$ cat config.mk
export PLATFORM = sky130hd
export DESIGN_NAME = prom_window_io
export DESIGN_NICKNAME = d
export VERILOG_FILES = /design/src/rtl/prom_io_pkg.sv /design/src/rtl/prom_access_decode.sv /design/src/rtl/prom_lane.sv /design/src/rtl/prom_window_io.sv
export SDC_FILE = /design/constraint.sdc
export NUM_CORES = 1
export LEC_CHECK = 0
export CAP_MARGIN = 25
export CORE_ASPECT_RATIO = 0.75
export CORE_MARGIN = 1
export CORE_UTILIZATION = 35
export CTS_CLUSTER_DIAMETER = 80
export DETAILED_ROUTE_END_ITERATION = 7
export GPL_TIMING_DRIVEN = 0
export PLACE_DENSITY = 0.55
export SLEW_MARGIN = 15
export SYNTH_ARGS = -nofsm -noshare
export SYNTH_HDL_FRONTEND = slang
export SYNTH_HIERARCHICAL = 1
export SYNTH_SLANG_ARGS = --single-unit
$ cat constraint.sdc
create_clock -name clk -period 5.8 [get_ports clk]
set_input_delay 0.87 -clock clk [delete_from_list [all_inputs] [get_ports clk]]
set_output_delay 0.87 -clock clk [all_outputs]
set_load 0.01 [all_outputs]
$ cat src/rtl/prom_io_pkg.sv
package prom_io_pkg;
  localparam int DATA_W = 32;
  localparam int LANES  = DATA_W / 8;
  localparam int LW     = $clog2(LANES);

  typedef enum logic [1:0] {
    SZ_BYTE = 2'd0,
    SZ_HALF = 2'd1,
    SZ_WORD = 2'd2,
    SZ_BAD  = 2'd3
  } size_e;

  function automatic logic [DATA_W-1:0] width_ones(input logic [1:0] sz);
    case (sz)
      SZ_BYTE: width_ones = 32'h0000_00FF;
      SZ_HALF: width_ones = 32'h0000_FFFF;
      default: width_ones = 32'hFFFF_FFFF;
    endcase
  endfunction
endpackage

$ cat src/rtl/prom_access_decode.sv
module prom_access_decode
  import prom_io_pkg::*;
#(
  parameter int ADDR_W    = 8,
  parameter int WIN_BYTES = 16
) (
  input  logic [ADDR_W-1:0] addr,
  input  logic [1:0]        size,
  input  logic              dword_io,
  output logic              prom_ok,
  output logic              fwd_ok,
  output logic [LANES-1:0]  lane_be,
  output logic [DATA_W-1:0] wmask
);
  logic          in_win;
  logic [LW-1:0] off;

  assign in_win = addr < ADDR_W'(WIN_BYTES);
  assign off    = addr[LW-1:0];

  always_comb begin
    prom_ok = 1'b0;
    if (in_win) begin
      if (!dword_io) begin
        if (size == SZ_BYTE)                  prom_ok = 1'b1;
        else if (size == SZ_HALF && !addr[0]) prom_ok = 1'b1;
      end else if (size == SZ_WORD && off == '0) begin
        prom_ok = 1'b1;
      end
    end
  end

  assign fwd_ok = !in_win && (size == SZ_HALF || size == SZ_WORD);

  always_comb begin
    case (size)
      SZ_BYTE: lane_be = LANES'(1) << off;
      SZ_HALF: lane_be = LANES'(3) << off;
      default: lane_be = '1;
    endcase
  end

  assign wmask = width_ones(size);
endmodule

$ cat src/rtl/prom_lane.sv
module prom_lane #(
  parameter int                   ROWS = 4,
  parameter int                   RW   = 2,
  parameter logic [8*ROWS-1:0]    INIT = '0
) (
  input  logic          clk,
  input  logic          rst,
  input  logic          we,
  input  logic [RW-1:0] row,
  input  logic [7:0]    wbyte,
  output logic [7:0]    rbyte
);
  logic [7:0] mem [ROWS];

  always_ff @(posedge clk) begin
    if (rst) begin
      for (int r = 0; r < ROWS; r++) mem[r] <= INIT[8*r +: 8];
    end else if (we) begin
      mem[row] <= wbyte;
    end
  end

  assign rbyte = mem[row];
endmodule

$ cat src/rtl/prom_window_io.sv
module prom_window_io
  import prom_io_pkg::*;
#(
  parameter int                        ADDR_W       = 8,
  parameter int                        WIN_BYTES    = 16,
  parameter logic [47:0]               STATION_ADDR = 48'h5634_1200_0A08,
  parameter logic [8*WIN_BYTES-49:0]   PAD_BYTES    = 80'hA9A8_A7A6_A5A4_A3A2_A1A0
) (
  input  logic              clk,
  input  logic              rst,
  input  logic              req_valid,
  input  logic              req_write,
  input  logic [ADDR_W-1:0] req_addr,
  input  logic [1:0]        req_size,
  input  logic [31:0]       req_wdata,
  input  logic              dword_io,
  input  logic              prom_we,
  output logic              rsp_valid,
  output logic [31:0]       rsp_rdata,
  output logic              reg_valid,
  output logic              reg_write,
  output logic [ADDR_W-1:0] reg_addr,
  output logic [1:0]        reg_size,
  output logic [31:0]       reg_wdata,
  input  logic [31:0]       reg_rdata
);
  localparam int ROWS = WIN_BYTES / LANES;
  localparam int RW   = (ROWS > 1) ? $clog2(ROWS) : 1;
  localparam logic [8*WIN_BYTES-1:0] INIT_ALL = {PAD_BYTES, STATION_ADDR};

  function automatic logic [8*ROWS-1:0] lane_init(input int lane);
    logic [8*ROWS-1:0] v;
    v = '0;
    for (int r = 0; r < ROWS; r++) v[8*r +: 8] = INIT_ALL[8*(r*LANES+lane) +: 8];
    return v;
  endfunction

  logic              prom_ok, fwd_ok;
  logic [LANES-1:0]  lane_be;
  logic [DATA_W-1:0] wmask;
  logic [LW-1:0]     off;
  logic [RW-1:0]     row;
  logic              wr_fire;
  logic [7:0]        lane_rbyte [LANES];
  logic [DATA_W-1:0] prom_word;

  prom_access_decode #(.ADDR_W(ADDR_W), .WIN_BYTES(WIN_BYTES)) u_dec (
    .addr(req_addr), .size(req_size), .dword_io(dword_io),
    .prom_ok(prom_ok), .fwd_ok(fwd_ok), .lane_be(lane_be), .wmask(wmask)
  );

  assign off     = req_addr[LW-1:0];
  assign row     = RW'(req_addr >> LW);
  assign wr_fire = req_valid && req_write && prom_ok && prom_we;

  for (genvar L = 0; L < LANES; L++) begin : g_lane
    localparam logic [LW-1:0] LID = LW'(L);
    logic [LW-1:0] src, rsel;
    logic [7:0]    wbyte;

    assign src   = LID - off;
    assign rsel  = off + LID;
    assign wbyte = req_wdata[{src, 3'b000} +: 8];

    prom_lane #(.ROWS(ROWS), .RW(RW), .INIT(lane_init(L))) u_lane (
      .clk(clk), .rst(rst), .we(wr_fire && lane_be[L]),
      .row(row), .wbyte(wbyte), .rbyte(lane_rbyte[L])
    );

    assign prom_word[8*L +: 8] = lane_rbyte[rsel];
  end

  assign reg_valid = req_valid && fwd_ok;
  assign reg_write = req_write;
  assign reg_addr  = req_addr;
  assign reg_size  = req_size;
  assign reg_wdata = req_wdata;

  always_ff @(posedge clk) begin
    if (rst) begin
      rsp_valid <= 1'b0;
      rsp_rdata <= '0;
    end else begin
      rsp_valid <= req_valid && !req_write;
      if (req_valid && !req_write) begin
        if (prom_ok)     rsp_rdata <= prom_word & wmask;
        else if (fwd_ok) rsp_rdata <= reg_rdata & wmask;
        else             rsp_rdata <= wmask;
      end
    end
  end

  p_read_gets_rsp_r2: assert property (@(posedge clk) disable iff (rst)
    (req_valid && !req_write) |=> rsp_valid);

  p_write_no_rsp_r2: assert property (@(posedge clk) disable iff (rst)
    (req_valid && req_write) |=> !rsp_valid);

  p_fwd_above_window_r8: assert property (@(posedge clk) disable iff (rst)
    reg_valid |-> (req_addr >= ADDR_W'(WIN_BYTES)));

  p_no_byte_fwd_r9: assert property (@(posedge clk) disable iff (rst)
    reg_valid |-> (reg_size != SZ_BYTE));

  p_dword_only_aligned_r5: assert property (@(posedge clk) disable iff (rst)
    (prom_ok && dword_io) |-> (req_size == SZ_WORD && off == '0));

  p_reject_all_ones_r7: assert property (@(posedge clk) disable iff (rst)
    (req_valid && !req_write && !prom_ok && !fwd_ok) |=>
      (rsp_rdata == width_ones($past(req_size))));
endmodule

==> flow_results.xml <==
<?xml version="1.0" encoding="UTF-8"?>
<metrics>
  <group name="logic_synthesis">
    <metric name="ys_warn_count" unit="">6</metric>
    <metric name="synth_cell_types" unit="">54</metric>
    <metric name="post_synthesis_sequential_element_count" unit="">161</metric>
    <metric name="synth_edf_count" unit="">128</metric>
    <metric name="netlist_instances" unit="">690</metric>
    <metric name="syn-cell-area" unit="sq um">9380</metric>
    <metric name="ys.flop_type" unit="">sky130_fd_sc_hd__edfxtp_1</metric>
    <metric name="synth_async_sr_flop_share" unit="">0</metric>
    <metric name="post_synth.cell_area_avg" unit="sq um">13.6</metric>
    <metric name="seq_area_frac_synth" unit="">0.480</metric>
  </group>
  <group name="clocking">
    <metric name="cts_setup_buffers" unit="">0</metric>
    <metric name="cts_max_path_buffers" unit="">2</metric>
    <metric name="cts_htree_levels" unit="">4</metric>
    <metric name="worst_skew_pair.late_latency" unit="ns">0.43</metric>
    <metric name="tritoncts.num_buffers" unit="">17</metric>
    <metric name="post_cts_hold_buffer_count" unit="">0</metric>
    <metric name="cts.sink_count" unit="">161</metric>
    <metric name="tritoncts" unit="">built</metric>
    <metric name="post_cts_resized" unit="">0</metric>
    <metric name="cts.root.buffer_cell" unit="">sky130_fd_sc_hd__clkbuf_16</metric>
    <metric name="clk_pin_slew_worst_paths" unit="ns">0.06</metric>
  </group>
  <group name="global_routing">
    <metric name="grt_first_pass_wirelength" unit="um">40300</metric>
    <metric name="grt_overflow_total" unit="">0</metric>
    <metric name="initial_antenna_violation_count" unit="">1</metric>
    <metric name="pin_count_of_the_biggest_net_entering_global_routing" unit="">22</metric>
    <metric name="vias_in_the_first_global_route" unit="">6457</metric>
    <metric name="globalRouteTotalUtil" unit="">0.204</metric>
  </group>
  <group name="power_and_ir_drop">
    <metric name="power.density_cell_area" unit="nW/um^2">254</metric>
    <metric name="switching_share" unit="">0.247</metric>
    <metric name="combinational_power_share" unit="">0.177</metric>
    <metric name="ir_drop" unit="mV">0.218</metric>
    <metric name="power_frac_seq" unit="">0.432</metric>
    <metric name="internal_power" unit="mW">2.30</metric>
    <metric name="pwr-share-clk" unit="">0.391</metric>
    <metric name="power.static_leakage" unit="nW">4.44</metric>
    <metric name="switching_component_of_the_power" unit="mW">0.753</metric>
  </group>
  <group name="timing">
    <metric name="timing.final.crit_share" unit="">0.632</metric>
    <metric name="finalMaxSlewViolations" unit="">0</metric>
    <metric name="timing.final.crit_period" unit="ns">3.66</metric>
    <metric name="finClkSkew" unit="ns">0.0135</metric>
    <metric name="grt_setup_unrepaired" unit="">no</metric>
    <metric name="aggregate_negative_setup_slack" unit="ns">0</metric>
    <metric name="setup-violations-final" unit="">0</metric>
    <metric name="hold_slack" unit="ns">0.466</metric>
    <metric name="report.final.hold_viol_count" unit="">0</metric>
    <metric name="worst_slew_margin_rel" unit="">0.303</metric>
    <metric name="worstMarginPinSlew" unit="ns">1.04</metric>
    <metric name="max_freq" unit="MHz">273</metric>
  </group>
  <group name="die">
    <metric name="die_boundary_width" unit="um">191</metric>
    <metric name="floorplan.die_area" unit="sq um">27500</metric>
    <metric name="die_height" unit="um">144</metric>
    <metric name="standard_cell_row_count" unit="">51</metric>
    <metric name="start_util" unit="">0.359</metric>
    <metric name="placeableCoreArea" unit="sq um">26200</metric>
    <metric name="count_of_pins_on_the_block_boundary" unit="">157</metric>
  </group>
  <group name="placed_design">
    <metric name="place_inst" unit="">1197</metric>
    <metric name="io_buffer_count" unit="">156</metric>
    <metric name="gp_congestion" unit="">0.774</metric>
    <metric name="hpwlAfterDp" unit="um">20700</metric>
  </group>
  <group name="detailed_routing">
    <metric name="avgViaCountPerCell" unit="">5.38</metric>
    <metric name="top_signal_layer_used" unit="">met4</metric>
    <metric name="route.detailed.drc" unit="">0</metric>
    <metric name="drt-initial-drc-count" unit="">482</metric>
    <metric name="wire_per_inst" unit="um">22.6</metric>
    <metric name="dr.pass1.iters" unit="">5</metric>
    <metric name="met2RoutedLength" unit="um">11900</metric>
    <metric name="drt-total-wl" unit="um">27800</metric>
    <metric name="detailroute.wirelength.met3" unit="um">2210</metric>
    <metric name="vias" unit="">6596</metric>
    <metric name="drt.antenna.violating_nets" unit="">0</metric>
    <metric name="wl_met1" unit="um">13200</metric>
  </group>
  <group name="setup_path">
    <metric name="worst_ep_arrival_time" unit="ns">3.83</metric>
    <metric name="cp.required" unit="ns">5.97</metric>
    <metric name="start_kind" unit="">primary input</metric>
    <metric name="worst_setup_path_class" unit="">in2reg</metric>
    <metric name="critical_path_peak_fanout" unit="">8</metric>
    <metric name="worst_setup_path_end_kind" unit="">flop</metric>
  </group>
  <group name="status">
    <metric name="outcome" unit="">completed</metric>
  </group>
  <group name="final_layout">
    <metric name="drive_gt1_frac" unit="">0.271</metric>
    <metric name="stdcell_count" unit="">1227</metric>
    <metric name="area_growth" unit="%">28.1</metric>
    <metric name="antennaDiodeCount" unit="">0</metric>
    <metric name="layout.nets" unit="">956</metric>
  </group>
  <group name="flow_run">
    <metric name="drv.max_cap_violation_count" unit="">0</metric>
  </group>
  <group name="worst_hold_path">
    <metric name="hp-class" unit="">reg2reg</metric>
  </group>
</metrics>
## power groups by stage
stage,registers [mW],clock network (mW),logic (mW)
detailed placement,1.34,0,0.539
global placement,1.34,0,0.539
global route,1.32,1.24,0.570
floorplan,1.34,0,0.295
CTS,1.32,1.21,0.541
finish,1.32,1.19,0.541
## kinds of logic (layout without fill, tap and decap cells)
logic type,count (synthesis),count (layout),share of synthesized area
AO/OA/AOI/OAI,89,89,0.0918
adder cells (fa/ha/maj),4,4,0.00534
buffers and inverters,136,322,0.101
flip-flops,161,161,0.480
multiplexers,96,96,0.197
other,1,8,0.000400
AND/OR/NAND/NOR,203,203,0.124
## synthesized netlist by cell type, types with 15 or more instances
cell type | n | area [sq um]
sky130_fd_sc_hd__a32o_1 | 30 | 300
sky130_fd_sc_hd__and2_1 | 20 | 125
sky130_fd_sc_hd__and3_1 | 41 | 257
sky130_fd_sc_hd__buf_4 | 78 | 586
sky130_fd_sc_hd__dfxtp_1 | 33 | 661
sky130_fd_sc_hd__edfxtp_1 | 128 | 3840
sky130_fd_sc_hd__inv_1 | 16 | 60.1
sky130_fd_sc_hd__mux2i_1 | 15 | 150
sky130_fd_sc_hd__mux4_2 | 54 | 1220
sky130_fd_sc_hd__nand2_1 | 45 | 169
sky130_fd_sc_hd__nand2b_1 | 21 | 131
sky130_fd_sc_hd__nand3b_1 | 16 | 120
sky130_fd_sc_hd__nor2_1 | 24 | 90.1
sky130_fd_sc_hd__o221a_1 | 16 | 180
## area by class of cell
type                            count  area (sq um)
Timing Repair Buffer              156          1560
Tap cell                          344           430
Inverter                           16          60.1
Fill cell                        2378         14200
Clock inverter                     13           185
Clock buffer                       17           425
Multi-Input combinational cell    400          3960
Sequential cell                   161          4500
Buffer                            120           885
## placed cells by master, fill, tap and decap left out, types with 17 or more instances in the layout
cell type / count
sky130_fd_sc_hd__and3_1: 41
sky130_fd_sc_hd__a32o_1: 30
sky130_fd_sc_hd__nand2_1: 45
sky130_fd_sc_hd__mux4_2: 54
sky130_fd_sc_hd__clkdlybuf4s50_1: 156
sky130_fd_sc_hd__nand2b_1: 21
sky130_fd_sc_hd__nor2_1: 23
sky130_fd_sc_hd__dfxtp_1: 33
sky130_fd_sc_hd__clkbuf_16: 17
sky130_fd_sc_hd__buf_4: 78
sky130_fd_sc_hd__and2_1: 20
sky130_fd_sc_hd__edfxtp_1: 128
## registers in the layout (all words and copies together) (netlist names)
name               flops
rsp_valid              1
g_lane.u_lane/mem    128
rsp_rdata             32
## final timing paths
| kind | startpoint | endpoint | slack, ns | depth (start not counted) |
|---|---|---|---|---|
| worst max-delay path | req_size[0] | g_lane[0].u_lane/mem[2][1] | 2.14 | 9 |
| worst min-delay path | rsp_rdata[17] | rsp_rdata[17] | 0.47 | 1 |
| worst max register to register | g_lane[0].u_lane/mem[1][2] | rsp_rdata[10] | 3.87 | 4 |
| worst min register to register | rsp_rdata[17] | rsp_rdata[17] | 0.47 | 1 |
## metrics by stage
step | setup slack [ns] | power (mW) | cell area [sq um] | utilization
CTS | 2.11 | 3.07 | 12000 | 0.459
global placement | 1.65 | 1.88 | 11400 | 0.436
floorplan | 2.81 | 1.64 | 9410 | -
global route | 1.86 | 3.14 | 12000 | 0.459
finish | 2.14 | 3.05 | 12000 | 0.459
detailed placement | 1.67 | 1.88 | 11400 | 0.436
## per-layer routing
layer,vias up,global-route usage
li1,3006,-
met1,3253,0.296
met2,314,0.305
met3,23,0.0471
met4,0,0.0535
met5,-,0
## worst max-delay path, cell delays in order
cell                              delay, ns
sky130_fd_sc_hd__clkdlybuf4s50_1       0.49
sky130_fd_sc_hd__inv_1                 0.12
sky130_fd_sc_hd__ha_1                  0.14
sky130_fd_sc_hd__or3b_1                0.36
sky130_fd_sc_hd__a221oi_2              0.46
sky130_fd_sc_hd__and4_1                0.32
sky130_fd_sc_hd__and2_1                0.43
sky130_fd_sc_hd__nand2b_1              0.24
sky130_fd_sc_hd__or3_1                 0.40
(Power assumes the default switching activity.)
